===== config.mk =====
export PLATFORM = sky130hd
export DESIGN_NAME = i2sTxSerializer
export DESIGN_NICKNAME = d
export VERILOG_FILES = /design/src/rtl/i2sTxPkg.sv /design/src/rtl/i2sTxBitClock.sv /design/src/rtl/i2sTxCtrl.sv /design/src/rtl/i2sTxShift.sv /design/src/rtl/i2sTxSerializer.sv
export SDC_FILE = /design/constraint.sdc
export NUM_CORES = 1
export LEC_CHECK = 0
export BUFFER_PORTS_ARGS = -buffer_cell sky130_fd_sc_hd__buf_2
export CORE_UTILIZATION = 54
export CTS_CLUSTER_DIAMETER = 200
export CTS_CLUSTER_SIZE = 8
export DETAILED_ROUTE_END_ITERATION = 10
export PLACE_DENSITY = 0.77
export SLEW_MARGIN = 5
export SYNTH_ARGS = -nofsm -noshare
export SYNTH_HDL_FRONTEND = slang
export SYNTH_SLANG_ARGS = --single-unit
export TNS_END_PERCENT = 30

===== constraint.sdc =====
create_clock -name clk -period 9.7 [get_ports clk]
set_clock_uncertainty 0.1 [all_clocks]
set_input_delay 0.485 -clock clk [delete_from_list [all_inputs] [get_ports clk]]
set_output_delay 0.485 -clock clk [all_outputs]
set_load 0.005 [all_outputs]

===== src/rtl/i2sTxPkg.sv =====
package i2sTxPkg;
  // Strobes from the sequencing control to the shift datapath.
  typedef struct packed {
    logic start;     // begin a run: clear the shifter
    logic advance;   // a bit period ends on this edge
    logic load;      // the next bit period opens a slot
    logic takeWord;  // the opened slot takes the FIFO head
    logic halt;      // run ends on this edge
  } txStrobe_t;
endpackage


===== src/rtl/i2sTxBitClock.sv =====
module i2sTxBitClock #(
  parameter int RATIO_W = 8
) (
  input  logic             clk,
  input  logic             rstN,
  input  logic             run,
  input  logic             restart,
  input  logic [RATIO_W:0] halfLen,
  output logic             bclk,
  output logic             fallTick
);
  logic [RATIO_W:0] cnt;
  logic             terminal;

  assign terminal = (cnt == halfLen - (RATIO_W+1)'(1));
  assign fallTick = run && terminal && bclk;

  always_ff @(posedge clk or negedge rstN) begin
    if (!rstN) begin
      cnt  <= '0;
      bclk <= 1'b0;
    end else if (restart || !run) begin
      cnt  <= '0;
      bclk <= 1'b0;
    end else if (terminal) begin
      cnt  <= '0;
      bclk <= ~bclk;
    end else begin
      cnt  <= cnt + (RATIO_W+1)'(1);
    end
  end
endmodule


===== src/rtl/i2sTxCtrl.sv =====
module i2sTxCtrl import i2sTxPkg::*; #(
  parameter int DATA_W  = 32,
  parameter int SHORT_W = 16,
  parameter int RATIO_W = 8,
  parameter int RES_W   = 6
) (
  input  logic               clk,
  input  logic               rstN,
  input  logic               txEnable,
  input  logic               leftJustify,
  input  logic [RES_W-1:0]   slotRes,
  input  logic [RATIO_W-1:0] ratio,
  input  logic               fifoValid,
  input  logic               fallTick,
  output txStrobe_t          strobe,
  output logic               fifoPop,
  output logic               running,
  output logic               ws,
  output logic               cfgLong,
  output logic               cfgLj,
  output logic [RATIO_W:0]   halfLen
);
  localparam int IDX_W = $clog2(2*DATA_W);
  localparam logic [IDX_W-1:0] LAST_LONG  = IDX_W'(2*DATA_W-1);
  localparam logic [IDX_W-1:0] LAST_SHORT = IDX_W'(2*SHORT_W-1);
  localparam logic [IDX_W-1:0] SLOT_LONG  = IDX_W'(DATA_W);
  localparam logic [IDX_W-1:0] SLOT_SHORT = IDX_W'(SHORT_W);

  logic [IDX_W-1:0] bitIdx, nextIdx, slotLen;
  logic zeroFrame, frameLast, stopNow, slotEdge, stillZero;

  assign slotLen   = cfgLong ? SLOT_LONG : SLOT_SHORT;
  assign frameLast = (bitIdx == (cfgLong ? LAST_LONG : LAST_SHORT));
  assign nextIdx   = frameLast ? '0 : bitIdx + IDX_W'(1);
  assign slotEdge  = (nextIdx == '0) || (nextIdx == slotLen);
  assign stillZero = zeroFrame && !frameLast;
  assign stopNow   = fallTick && frameLast && !txEnable;

  always_comb begin
    strobe.start    = !running && txEnable;
    strobe.advance  = running && fallTick && !stopNow;
    strobe.load     = strobe.advance && slotEdge;
    strobe.takeWord = strobe.load && !stillZero && fifoValid;
    strobe.halt     = running && stopNow;
  end
  assign fifoPop = strobe.takeWord;

  always_ff @(posedge clk or negedge rstN) begin
    if (!rstN) begin
      running   <= 1'b0;
      bitIdx    <= '0;
      zeroFrame <= 1'b0;
      ws        <= 1'b0;
      cfgLong   <= 1'b0;
      cfgLj     <= 1'b0;
      halfLen   <= (RATIO_W+1)'(2);
    end else if (strobe.start) begin
      running   <= 1'b1;
      bitIdx    <= '0;
      zeroFrame <= 1'b1;
      ws        <= 1'b0;
      cfgLong   <= (slotRes == RES_W'(DATA_W));
      cfgLj     <= leftJustify;
      halfLen   <= {1'b0, ratio} + (RATIO_W+1)'(2);
    end else if (strobe.halt) begin
      running   <= 1'b0;
      bitIdx    <= '0;
      ws        <= 1'b0;
    end else if (strobe.advance) begin
      bitIdx <= nextIdx;
      ws     <= (nextIdx >= slotLen);
      if (frameLast) zeroFrame <= 1'b0;
    end
  end
endmodule


===== src/rtl/i2sTxShift.sv =====
module i2sTxShift import i2sTxPkg::*; #(
  parameter int DATA_W  = 32,
  parameter int SHORT_W = 16
) (
  input  logic              clk,
  input  logic              rstN,
  input  txStrobe_t         strobe,
  input  logic              cfgLong,
  input  logic              cfgLj,
  input  logic [DATA_W-1:0] fifoData,
  output logic              sdata
);
  logic [DATA_W-1:0] shiftQ, shortWord, loadWord, nextShift;

  generate
    if (SHORT_W < DATA_W) begin : g_pad
      assign shortWord = {fifoData[SHORT_W-1:0], {(DATA_W-SHORT_W){1'b0}}};
    end else begin : g_same
      assign shortWord = fifoData;
    end
  endgenerate

  assign loadWord  = strobe.takeWord ? (cfgLong ? fifoData : shortWord) : '0;
  assign nextShift = strobe.load ? loadWord : (shiftQ << 1);

  always_ff @(posedge clk or negedge rstN) begin
    if (!rstN) begin
      shiftQ <= '0;
      sdata  <= 1'b0;
    end else if (strobe.start || strobe.halt) begin
      shiftQ <= '0;
      sdata  <= 1'b0;
    end else if (strobe.advance) begin
      shiftQ <= nextShift;
      // standard format replays the bit that was just leaving the MSB
      sdata  <= cfgLj ? nextShift[DATA_W-1] : shiftQ[DATA_W-1];
    end
  end
endmodule


===== src/rtl/i2sTxSerializer.sv =====
module i2sTxSerializer import i2sTxPkg::*; #(
  parameter int DATA_W  = 32,
  parameter int SHORT_W = 16,
  parameter int RATIO_W = 8,
  parameter int RES_W   = 6
) (
  input  logic               clk,
  input  logic               rstN,
  input  logic               txEnable,
  input  logic               leftJustify,
  input  logic [RES_W-1:0]   slotRes,
  input  logic [RATIO_W-1:0] ratio,
  input  logic               fifoValid,
  input  logic [DATA_W-1:0]  fifoData,
  output logic               fifoPop,
  output logic               bclk,
  output logic               ws,
  output logic               sdata
);
  txStrobe_t        strobe;
  logic             active, fallTick, cfgLong, cfgLj;
  logic [RATIO_W:0] halfLen;

  i2sTxCtrl #(.DATA_W(DATA_W), .SHORT_W(SHORT_W), .RATIO_W(RATIO_W), .RES_W(RES_W)) uCtrl (
    .clk(clk), .rstN(rstN), .txEnable(txEnable), .leftJustify(leftJustify),
    .slotRes(slotRes), .ratio(ratio), .fifoValid(fifoValid), .fallTick(fallTick),
    .strobe(strobe), .fifoPop(fifoPop), .running(active), .ws(ws),
    .cfgLong(cfgLong), .cfgLj(cfgLj), .halfLen(halfLen)
  );

  i2sTxBitClock #(.RATIO_W(RATIO_W)) uBitClk (
    .clk(clk), .rstN(rstN), .run(active), .restart(strobe.start),
    .halfLen(halfLen), .bclk(bclk), .fallTick(fallTick)
  );

  i2sTxShift #(.DATA_W(DATA_W), .SHORT_W(SHORT_W)) uShift (
    .clk(clk), .rstN(rstN), .strobe(strobe), .cfgLong(cfgLong), .cfgLj(cfgLj),
    .fifoData(fifoData), .sdata(sdata)
  );
endmodule


==> metrics.txt <==
top cells by area, synth=dfrtp_1, mux2_2, o211ai_1; Yosys top cell by area=dfrtp_1; Worst-Skew Late Latency=between 0.3 and 0.4 ns; drt pass-1 iters=4; final global-route overflow total=0; pin count of the biggest net entering global routing=64; Sw Ratio=30.2%; Routed Antenna Nets=0; Worst slew margin=a little over a third; status=finished, final reports clean; Most used DFF post-synth=dfrtp_1; worst r2r path cells=10; Tmin final=3.93 ns; NetSw=214 uW; post-cts sizing count=0; DR WL/cell=16.9 um; Max Buffers Root-to-Sink=2; worst hold path class=in -> async; CTS tree=done; I/O pin cnt=55; Sequential Power Share=around 44%; Die H=86.8 um; final worst slack=approximately 5.8 ns; Leak Pwr=0.00186 uW; Post-Syn Nets=458; fin crit share=40.5%; Cell Int Power=494 uW; CP top delay family=compound AO/OA/AOI/OAI gates; H-tree Lvls=3; Fmax=254 MHz; initial antenna violation count=0; TNS Setup=0 ns; Remaining DRCs=0; RR Startpoint=uCtrl.cfgLong$_DFFE_PN0P_; port bufs=54; Crit path depth=11; required time of the critical path=just over 9 ns; area share of the largest cell type after synthesis=about two fifths; vias in the first global route=3,166; Slowest-stage cell, CP=dfrtp_1; pre-CTS setup slack=between 6 and 7 ns; Clk pwr share=a little under two fifths; proportion of layout cells with a drive suffix above 1=25.3%; First DRT Iteration DRCs=roughly 230; Pwr Density=about 160 nW/um^2; Slew @ Worst Pin=a little under 1 ns; Synth Cell Area=3880 um^2; Crit path buffers/inverters=2; critical path endpoint category=primary output; Seq cells post-synth=63; # diodes=0; Ys Warns=0; drt via density=6.14; first-pass GRT wire length=15,300 um; final core occ=approximately 64%; worst IR drop on VDD=~0.1 mV; Final Cell Area=roughly 4400 um^2; top-count cell post-synth=dfrtp_1; die extent in x=around 87 um; reg2reg end=uShift.shiftQ[2]$_DFFE_PN0P_; RSZ-0062 raised after global routing=no; nets=between 400 and 500; CP most frequent cell=a21oi_1; synthesized area per cell=9.71 um^2; Initial Util=56.5%; worst-path cell chain=xor2_1, nor2_1, a21oi_1, ha_1, nand2_1, a31o_2, a211o_1, a21oi_1, buf_4, and3_1, buf_2; top cells by count, synth=dfrtp_1, clkbuf_1, inv_1, o211ai_1, o21ai_0; post-synthesis sequential area ratio=between 40% and 50%; FFs w/ async S/R, synth=100%; # rows=30; gr usage total=a little over a quarter; hpwl dp=6210 um; CORE AREA=6870 um^2; Via Count=approximately 3,300; final hold violation count=0; FF-to-FF setup slack=about 6.1 ns; number of synthesized flops with an enable pin=0; drt total wl=9110 um; Area Overhead vs Synth=13.0%; Final Setup Violations=0; Max-Cap Viols=0; pins over their slew limit=0; # Post-CTS Setup Buffers=0; critical path class=reg -> out; crit path capture=fifoPop; max incr delay on CP=0.81 ns; root buf cell=clkbuf_8; combinational share of power=around a fifth; CP arrival=~3.4 ns; total CTS buffers=9; CP Launch Point=uCtrl.cfgLong$_DFFE_PN0P_; Hold Buf Count CTS=0; clk sinks=63; Placed Area=4170 um^2; clock-pin slew on the worst setup and hold paths=0.08 ns; gpl congestion=roughly 0.96; die area=7540 um^2; worst-path fanout max=18; Synth Instances=400; CP Launch Type=flop; synth unique cells=59
[cell families (layout without fill, tap and decap cells)]
| logic type | Yosys count | after routing | share of synthesized area, % |
|---|---|---|---|
| AOI/OAI and AO/OA | 121 | 121 | 24.2 |
| xor gates and xnor gates | 23 | 23 | 5.19 |
| adders and majority gates | 7 | 7 | 2.26 |
| buffers and inverters | 58 | 101 | 6.41 |
| DFF | 63 | 63 | 40.6 |
| muxes | 19 | 19 | 5.51 |
| and+or+nand+nor | 109 | 109 | 15.8 |
[layout make-up]
class	count	area [um^2]
fill	572	2480
multi-input combinational	279	2060
sequential	63	1580
timing repair buffer	59	308
clock buffer	11	141
tap	96	120
inverter	26	97.6
clock inverter	5	81.3
[power groups by stage]
| stage | registers, uW | clock network [uW] | logic [uW] |
|---|---|---|---|
| after floorplan | 298 | 0 | 110 |
| after global placement | 314 | 0 | 131 |
| after detailed placement | 316 | 0 | 135 |
| after CTS | 311 | 264 | 138 |
| after global routing | 315 | 276 | 153 |
| final | 311 | 261 | 137 |
[placed cells by master, fill, tap and decap left out, types with 3 or more instances in the layout]
master     netlist  final
a21o_1           3      3
a21oi_1          6      6
a22oi_1         16     16
and3_1           5      5
buf_2            1     54
buf_4            0      5
clkbuf_8         0     10
dfrtp_1         62     62
ha_1             7      7
inv_1           26     26
mux2_2          19     19
nand2_1         19     19
nand3_1         14     14
nand4_1         19     19
nor2_1          18     18
nor2b_1          5      5
nor4_1           3      3
o211ai_1        26     26
o211ai_2        10     10
o21ai_0         20     20
o2bb2ai_1       18     18
or3_1            4      4
xnor2_1         11     11
xor2_1          12     12
[state kept, by name, summed over array words and instances, names as in the netlist]
| signal | cells |
|---|---|
| uShift.shiftQ | 32 |
| uBitClk.cnt | 9 |
| uCtrl.halfLen | 9 |
| uCtrl.bitIdx | 6 |
| uBitClk.bclk | 1 |
| uCtrl.cfgLj | 1 |
| uCtrl.cfgLong | 1 |
| uCtrl.running | 1 |
| uCtrl.ws | 1 |
| uCtrl.zeroFrame | 1 |
| uShift.sdata | 1 |
[routing by layer]
layer / GRT usage (%) / vias up / wire length (um)
met1: 37.0 / 1632 / 4210
met2: 40.4 / 93 / 4340
met5: 0 / - / 0
met3: 3.71 / 15 / 393
met4: 11.2 / 0 / 165
li1: - / 1568 / -
[per-stage QoR]
step	instances	hold slack [ns]	power [uW]
floorplan	400	0.0894	409
global placement	523	0.371	445
detailed placement	523	0.374	450
CTS	539	0.226	713
global route	539	0.236	743
finish	539	0.185	708
[worst min path at each step]
stage               cells after the start                           from                            end
CTS                                     2                           rstN       uBitClk.cnt[5]$_DFF_PN0_
detailed placement                      1  uShift.shiftQ[26]$_DFFE_PN0P_  uShift.shiftQ[26]$_DFFE_PN0P_
floorplan                               0                           rstN       uBitClk.bclk$_DFFE_PN0P_
global placement                        1  uShift.shiftQ[28]$_DFFE_PN0P_  uShift.shiftQ[28]$_DFFE_PN0P_
finish                                  2                           rstN       uBitClk.cnt[6]$_DFF_PN0_
global route                            2                       ratio[1]   uCtrl.halfLen[1]$_DFFE_PN1P_
Note: power is estimated with default switching activity, not from simulation.
